`src/rtl/pirq_pkg.sv`:
```
// Package: shared constants of the pipe interrupt status bank.
// Assumes byte addressing with 16-bit registers at even addresses.
package pirq_pkg;
    localparam int DW       = 16;
    localparam int AW       = 8;
    localparam int NSETS    = 3;
    localparam int SUM_SOF  = 7;
    localparam logic [AW-1:0] A_PRIMARY = 8'h40;
    localparam logic [AW-1:0] A_MIRROR  = 8'h42;

    // Byte address of status set k (0 ready, 1 not ready, 2 empty).
    function automatic logic [AW-1:0] sts_addr(input int k);
        return 8'h46 + AW'(2 * k);
    endfunction

    // Byte address of the enable mask for status set k.
    function automatic logic [AW-1:0] en_addr(input int k);
        return 8'h36 + AW'(2 * k);
    endfunction
endpackage

```
`src/rtl/pirq_decode.sv`:
```
// Module: address decoder. Turns a CPU write into per-register strobes.
// Assumes cpu_we is high for exactly one cycle per write access.
module pirq_decode
    import pirq_pkg::*;
(
    input  logic              we,
    input  logic [AW-1:0]     addr,
    output logic [NSETS-1:0]  sts_wr,
    output logic [NSETS-1:0]  en_wr,
    output logic              frame_wr
);
    // Strobe generation for the status and enable registers.
    always_comb begin
        for (int k = 0; k < NSETS; k++) begin
            sts_wr[k] = we && (addr == sts_addr(k));
            en_wr[k]  = we && (addr == en_addr(k));
        end
    end

    // The primary and mirror registers share the frame flag.
    assign frame_wr = we && ((addr == A_PRIMARY) || (addr == A_MIRROR));
endmodule

```
`src/rtl/pirq_flagset.sv`:
```
// Module: a row of sticky flags. A set pulse from hardware raises a flag.
// A write strobe keeps only the flags whose keep bit is 1. Set wins.
module pirq_flagset #(
    parameter int W = 8
) (
    input  logic         clk,
    input  logic         rst_n,
    input  logic [W-1:0] set_i,
    input  logic         wr_i,
    input  logic [W-1:0] keep_i,
    output logic [W-1:0] q
);
    logic [W-1:0] kept;

    // Bits that survive a write of 0 (clear-only access).
    assign kept = wr_i ? (q & keep_i) : q;

    // Flag storage; hardware set is ORed after the clear so it wins.
    always_ff @(posedge clk) begin
        if (!rst_n) q <= '0;
        else        q <= kept | set_i;
    end
endmodule

```
`src/rtl/pirq_rdmux.sv`:
```
// Module: registered read multiplexer for the register bank.
// Assumes PIPES <= 8, so that bits 15..8 of every register are 0.
module pirq_rdmux
    import pirq_pkg::*;
#(
    parameter int PIPES = 8
) (
    input  logic                        clk,
    input  logic                        rst_n,
    input  logic [AW-1:0]               addr,
    input  logic [NSETS-1:0][PIPES-1:0] sts,
    input  logic [NSETS-1:0][PIPES-1:0] en,
    input  logic [NSETS-1:0]            summary,
    input  logic                        frame,
    output logic [DW-1:0]               rdata
);
    logic [DW-1:0] sel;

    // Pick the addressed register; unmapped addresses give 0.
    always_comb begin
        sel = '0;
        for (int k = 0; k < NSETS; k++) begin
            if (addr == sts_addr(k)) sel[PIPES-1:0] = sts[k];
            if (addr == en_addr(k))  sel[PIPES-1:0] = en[k];
        end
        if ((addr == A_PRIMARY) || (addr == A_MIRROR)) begin
            sel[NSETS-1:0] = summary;
            sel[SUM_SOF]   = frame;
        end
    end

    // Read data register.
    always_ff @(posedge clk) begin
        if (!rst_n) rdata <= '0;
        else        rdata <= sel;
    end
endmodule

```
`src/rtl/pipe_irq_bank.sv`:
```
// Module: per-pipe interrupt status bank, the top of the block.
// Holds three clear-on-write-0 status sets with enable masks, a
// start-of-frame flag seen at two addresses, summary flags and irq.
// Assumes event inputs are synchronous to clk; PIPES <= 8.
module pipe_irq_bank
    import pirq_pkg::*;
#(
    parameter int PIPES = 8
) (
    input  logic             clk,
    input  logic             rst_n,
    input  logic             cpu_we,
    input  logic [AW-1:0]    cpu_addr,
    input  logic [DW-1:0]    cpu_wdata,
    output logic [DW-1:0]    cpu_rdata,
    input  logic [PIPES-1:0] ev_ready,
    input  logic [PIPES-1:0] ev_notready,
    input  logic [PIPES-1:0] ev_empty,
    input  logic             ev_frame,
    output logic             irq
);
    logic [NSETS-1:0][PIPES-1:0] ev_all;
    logic [NSETS-1:0][PIPES-1:0] sts;
    logic [NSETS-1:0][PIPES-1:0] en;
    logic [NSETS-1:0]            sts_wr;
    logic [NSETS-1:0]            en_wr;
    logic [NSETS-1:0]            summary;
    logic                        frame_wr;
    logic                        frame;

    // Gather the event pulses in set order.
    assign ev_all[0] = ev_ready;
    assign ev_all[1] = ev_notready;
    assign ev_all[2] = ev_empty;

    pirq_decode u_dec (
        .we       (cpu_we),
        .addr     (cpu_addr),
        .sts_wr   (sts_wr),
        .en_wr    (en_wr),
        .frame_wr (frame_wr)
    );

    generate
        for (genvar k = 0; k < NSETS; k++) begin : g_set
            pirq_flagset #(.W(PIPES)) u_sts (
                .clk    (clk),
                .rst_n  (rst_n),
                .set_i  (ev_all[k]),
                .wr_i   (sts_wr[k]),
                .keep_i (cpu_wdata[PIPES-1:0]),
                .q      (sts[k])
            );

            // Enable mask register for this set.
            always_ff @(posedge clk) begin
                if (!rst_n)        en[k] <= '0;
                else if (en_wr[k]) en[k] <= cpu_wdata[PIPES-1:0];
            end

            // Summary flag of this set.
            assign summary[k] = |(sts[k] & en[k]);
        end
    endgenerate

    pirq_flagset #(.W(1)) u_frame (
        .clk    (clk),
        .rst_n  (rst_n),
        .set_i  (ev_frame),
        .wr_i   (frame_wr),
        .keep_i (cpu_wdata[SUM_SOF]),
        .q      (frame)
    );

    pirq_rdmux #(.PIPES(PIPES)) u_rd (
        .clk     (clk),
        .rst_n   (rst_n),
        .addr    (cpu_addr),
        .sts     (sts),
        .en      (en),
        .summary (summary),
        .frame   (frame),
        .rdata   (cpu_rdata)
    );

    // Interrupt request from the summary flags.
    assign irq = |summary;
endmodule

```
`config.mk`:
```
export PLATFORM = sky130hd
export DESIGN_NAME = pipe_irq_bank
export DESIGN_NICKNAME = d
export VERILOG_FILES = /design/src/rtl/pirq_pkg.sv /design/src/rtl/pirq_decode.sv /design/src/rtl/pirq_flagset.sv /design/src/rtl/pirq_rdmux.sv /design/src/rtl/pipe_irq_bank.sv
export SDC_FILE = /design/constraint.sdc
export NUM_CORES = 1
export LEC_CHECK = 0
export ABC_AREA = 0
export CAP_MARGIN = 15
export CORE_MARGIN = 2
export CORE_UTILIZATION = 55
export CTS_BUF_LIST = sky130_fd_sc_hd__clkbuf_8
export DETAILED_ROUTE_END_ITERATION = 10
export HOLD_SLACK_MARGIN = 0.12
export PLACE_DENSITY = 0.87
export SYNTH_ARGS = -nofsm -noshare
export SYNTH_HDL_FRONTEND = slang
export SYNTH_HIERARCHICAL = 1
export SYNTH_SLANG_ARGS = --single-unit
export TNS_END_PERCENT = 10
```
`constraint.sdc`:
```
create_clock -name clk -period 3.7 [get_ports clk]
set_clock_uncertainty 0.1 [all_clocks]
set_input_delay 0.74 -clock clk [delete_from_list [all_inputs] [get_ports clk]]
set_output_delay 0.74 -clock clk [all_outputs]
set_load 0.03 [all_outputs]
```
==> impl_metrics.csv <==
group,metric,value,unit
worst_setup_path,crit_buf_inv,1,
grt,grt_overflow,0,
timing,hold_ws,444,ps
worst_setup_path,crit_family,"buffers and inverters",
worst_hold_path,min_from,"g_set[2].u_sts/q[1]",
worst_setup_path,startpoint_type,"flop",
worst_setup_path,path_class,"flop to output port",
worst_setup_path,required,2860,ps
finish,fin_util,73.6,%
synthesis,ys.flop_type,"dfxtp_1",
clock_tree,clock-sinks,57,
clock_tree,cts.path.max_buffers,2,
synthesis,avgSynthCellArea,9.17,um2
worst_setup_path,end_kind,"output port",
routing,wl_per_cell,18.6,um
synthesis,synthCells,327,
worst_setup_path,crit_fanout,3,
die,pin_count,69,
synthesis,ys_warn_count,6,
clock_tree,postCtsHoldBufs,0,
placement,port_buffers,52,
routing,avgViaCountPerCell,6.14,
timing,hold_viol,0,
finish,drive_above_1_share,14.6,%
timing,fin_ws,763,ps
clock_tree,cts_tree,"built",
status,outcome,"finished, final reports clean",
synthesis,synth.distinct_cells,46,
timing,worst_slew_pin_slew,835,ps
pwr,p_leak,1.26,nW
pwr,ir_drop,0.000390,V
timing,final.min_clock_period,2940,ps
worst_setup_path,r2r-start,"g_set[1].u_sts/q[6]",
worst_setup_path,reg2reg_depth,6,
timing,final.setup.tns,0,ps
routing,drc_errors,0,
grt,grt_use_total,29.4,%
placement,dp_hpwl,6100,um
finish,syn_to_final_growth,27.0,%
grt,grt_antenna_before_repair,0,
finish,final_area,3810,um2
worst_setup_path,path_depth,4,
die,die_h,77.8,um
worst_setup_path,crit_path_start,"g_set[1].u_sts/q[6]",
finish,final_nets,438,
die,rows,26,
clock_tree,h-tree-depth,3,
routing,drtAntennaViolNets,0,
timing,finalCritPeriodShare,79.4,%
timing,report.final.setup_viol,0,
timing,timing.fmax,341,MHz
clock_tree,cts_inserted_buffers,9,
worst_setup_path,cpMaxStageDelayCell,"clkdlybuf4s50_1",
routing,drtPass1Iterations,6,
die,die_w,77.8,um
placement,dpl-instance-area,3580,um2
pwr,finalPower,1.47,mW
timing,relSlewSlack,44.2,%
routing,wl,8590,um
pwr,power_density,387,nW/um2
placement,dp_cells,445,
finish,n_fill_cell,395,
synthesis,synth_seq_cells,57,
routing,drt-initial-drc-count,277,
worst_setup_path,path_cells,"a22oi_1, nand4_1, or3_1, clkdlybuf4s50_1",
routing,routed-via-count,2829,
synthesis,netlist_area,3000,um2
die,core,5170,um2
placement,dp_slack,754,ps
die,die_area,6060,um2
synthesis,synth_edf_count,0,
timing,drv_slew,0,
clock_tree,root_buffer,"clkbuf_8",
synthesis,seq_area_frac_synth,38.1,%
synthesis,async_reset_ff_share,0,%
timing,rsz0062_at_grt,"no",
clock_tree,cts_setup_buffers,0,
worst_hold_path,hold_class,"flop to flop",
die,initial_utilization,58.0,%
worst_setup_path,cp_data_arrival_time,2100,ps
run,cap_violations,0,
worst_setup_path,slowest_delay,600,ps
grt,grt_pass1_vias,2748,
finish,final_cells,461,
clock_tree,cts_resized,0,
finish,num_antenna_cells,0,
placement,gp_congestion,0.939,
worst_hold_path,holdPathStages,2,
clock_tree,clkLatencyLatePin,340,ps
grt,grt_max_degree,35,
grt,grt_first_pass_wirelength,13600,um
clock_tree,clkTransAtPathRegs,60,ps
==> worst min-delay path: stages, from the launching register on <==
cell,delay (ps)
dfxtp_1,360
o21ai_1,80
nor2_1,70
==> final timing paths <==
path	to	slack, ps
setup reg to reg	u_rd/rdata[1]	2140
hold / removal	g_set[2].u_sts/q[1]	440
hold reg to reg	g_set[2].u_sts/q[1]	440
setup / recovery	irq	760
==> placed cells by master, fill, tap and decap left out, types with 3 or more instances in the layout <==
| master | count |
|---|---|
| a21oi_1 | 20 |
| a22oi_1 | 20 |
| and3_1 | 4 |
| buf_4 | 9 |
| clkbuf_8 | 11 |
| clkdlybuf4s50_1 | 52 |
| conb_1 | 8 |
| dfxtp_1 | 57 |
| mux2i_1 | 24 |
| nand2_1 | 12 |
| nand3_1 | 6 |
| nand4_1 | 3 |
| nand4bb_1 | 4 |
| nor2_1 | 32 |
| nor2b_1 | 24 |
| nor3_1 | 8 |
| nor3b_2 | 21 |
| o21ai_0 | 6 |
| o21ai_1 | 27 |
| o21ai_2 | 3 |
| o221ai_1 | 4 |
| o22ai_1 | 3 |
==> report_power, final <==
group | leakage, nW | total (mW) | switching, mW | internal [mW]
combinational | 0.680 | 0.154 | 0.0837 | 0.0703
sequential | 0.467 | 0.655 | 0.0213 | 0.634
clock | 0.115 | 0.665 | 0.251 | 0.413
total | 1.26 | 1.47 | 0.356 | 1.12
==> sequential cells by signal (all words and copies together) (netlist names) <==
signal / cells
g_set.u_sts/q: 24
u_frame/q: 1
en: 24
u_rd/rdata: 8
==> synth_stat cells, types with 2 or more instances <==
master     instances  share of area [%]
buf_2              6                1.0
nor2_1            32                4.0
inv_1              2               0.25
and3_1             4               0.83
nand4bb_1          4                1.5
o32a_1             2               0.67
a21boi_0           2               0.50
nor3b_2           21                8.8
or3_1              2               0.42
or4b_1             2               0.67
nor2b_1           24                5.0
o221ai_1           4                1.2
nand4_1            3               0.63
a22oi_1           20                5.0
o21ai_0            6                1.0
buf_4              8                2.0
a21oi_1           20                3.3
nand2_1           12                1.5
o22ai_1            3               0.63
dfxtp_1           57                 38
mux2i_1           24                8.0
clkbuf_1           3               0.38
nand3_1            6                1.0
nor3_1             8                1.3
o21ai_2            3               0.88
o211ai_1           2               0.50
o21ai_1           27                4.5
and2_1             2               0.42
==> kinds of logic (layout without fill, tap and decap cells) <==
family / count (synthesis) / in the layout / share of synthesized area, %
mux: 24 / 24 / 8.01
buf+inv: 22 / 79 / 4.30
flops: 57 / 57 / 38.1
simple gates: 130 / 130 / 29.9
other cells: 1 / 8 / 0.125
compound gates: 93 / 93 / 19.6
==> cell type report <==
type                       count  area, um2  area share, %
multi-input combinational    255       1750           46.1
clock inverter                 5       77.6           2.04
tap                           70       87.6           2.30
clock buffer                  11        151           3.98
inverter                       2       7.51          0.197
timing repair buffer          61        588           15.4
sequential                    57       1140           30.0
==> per-layer routing <==
metal | global-route usage (%) | wire [um] | share of wire [%] | vias to the layer above
li1 | - | - | - | 1320
met1 | 36.2 | 3520 | 41 | 1366
met4 | 10.7 | 181 | 2.1 | 0
met2 | 50.1 | 4270 | 50 | 123
met3 | 6.74 | 615 | 7.2 | 20
met5 | 0 | 0 | 0 | -
Power figures use the tool's default switching activity.
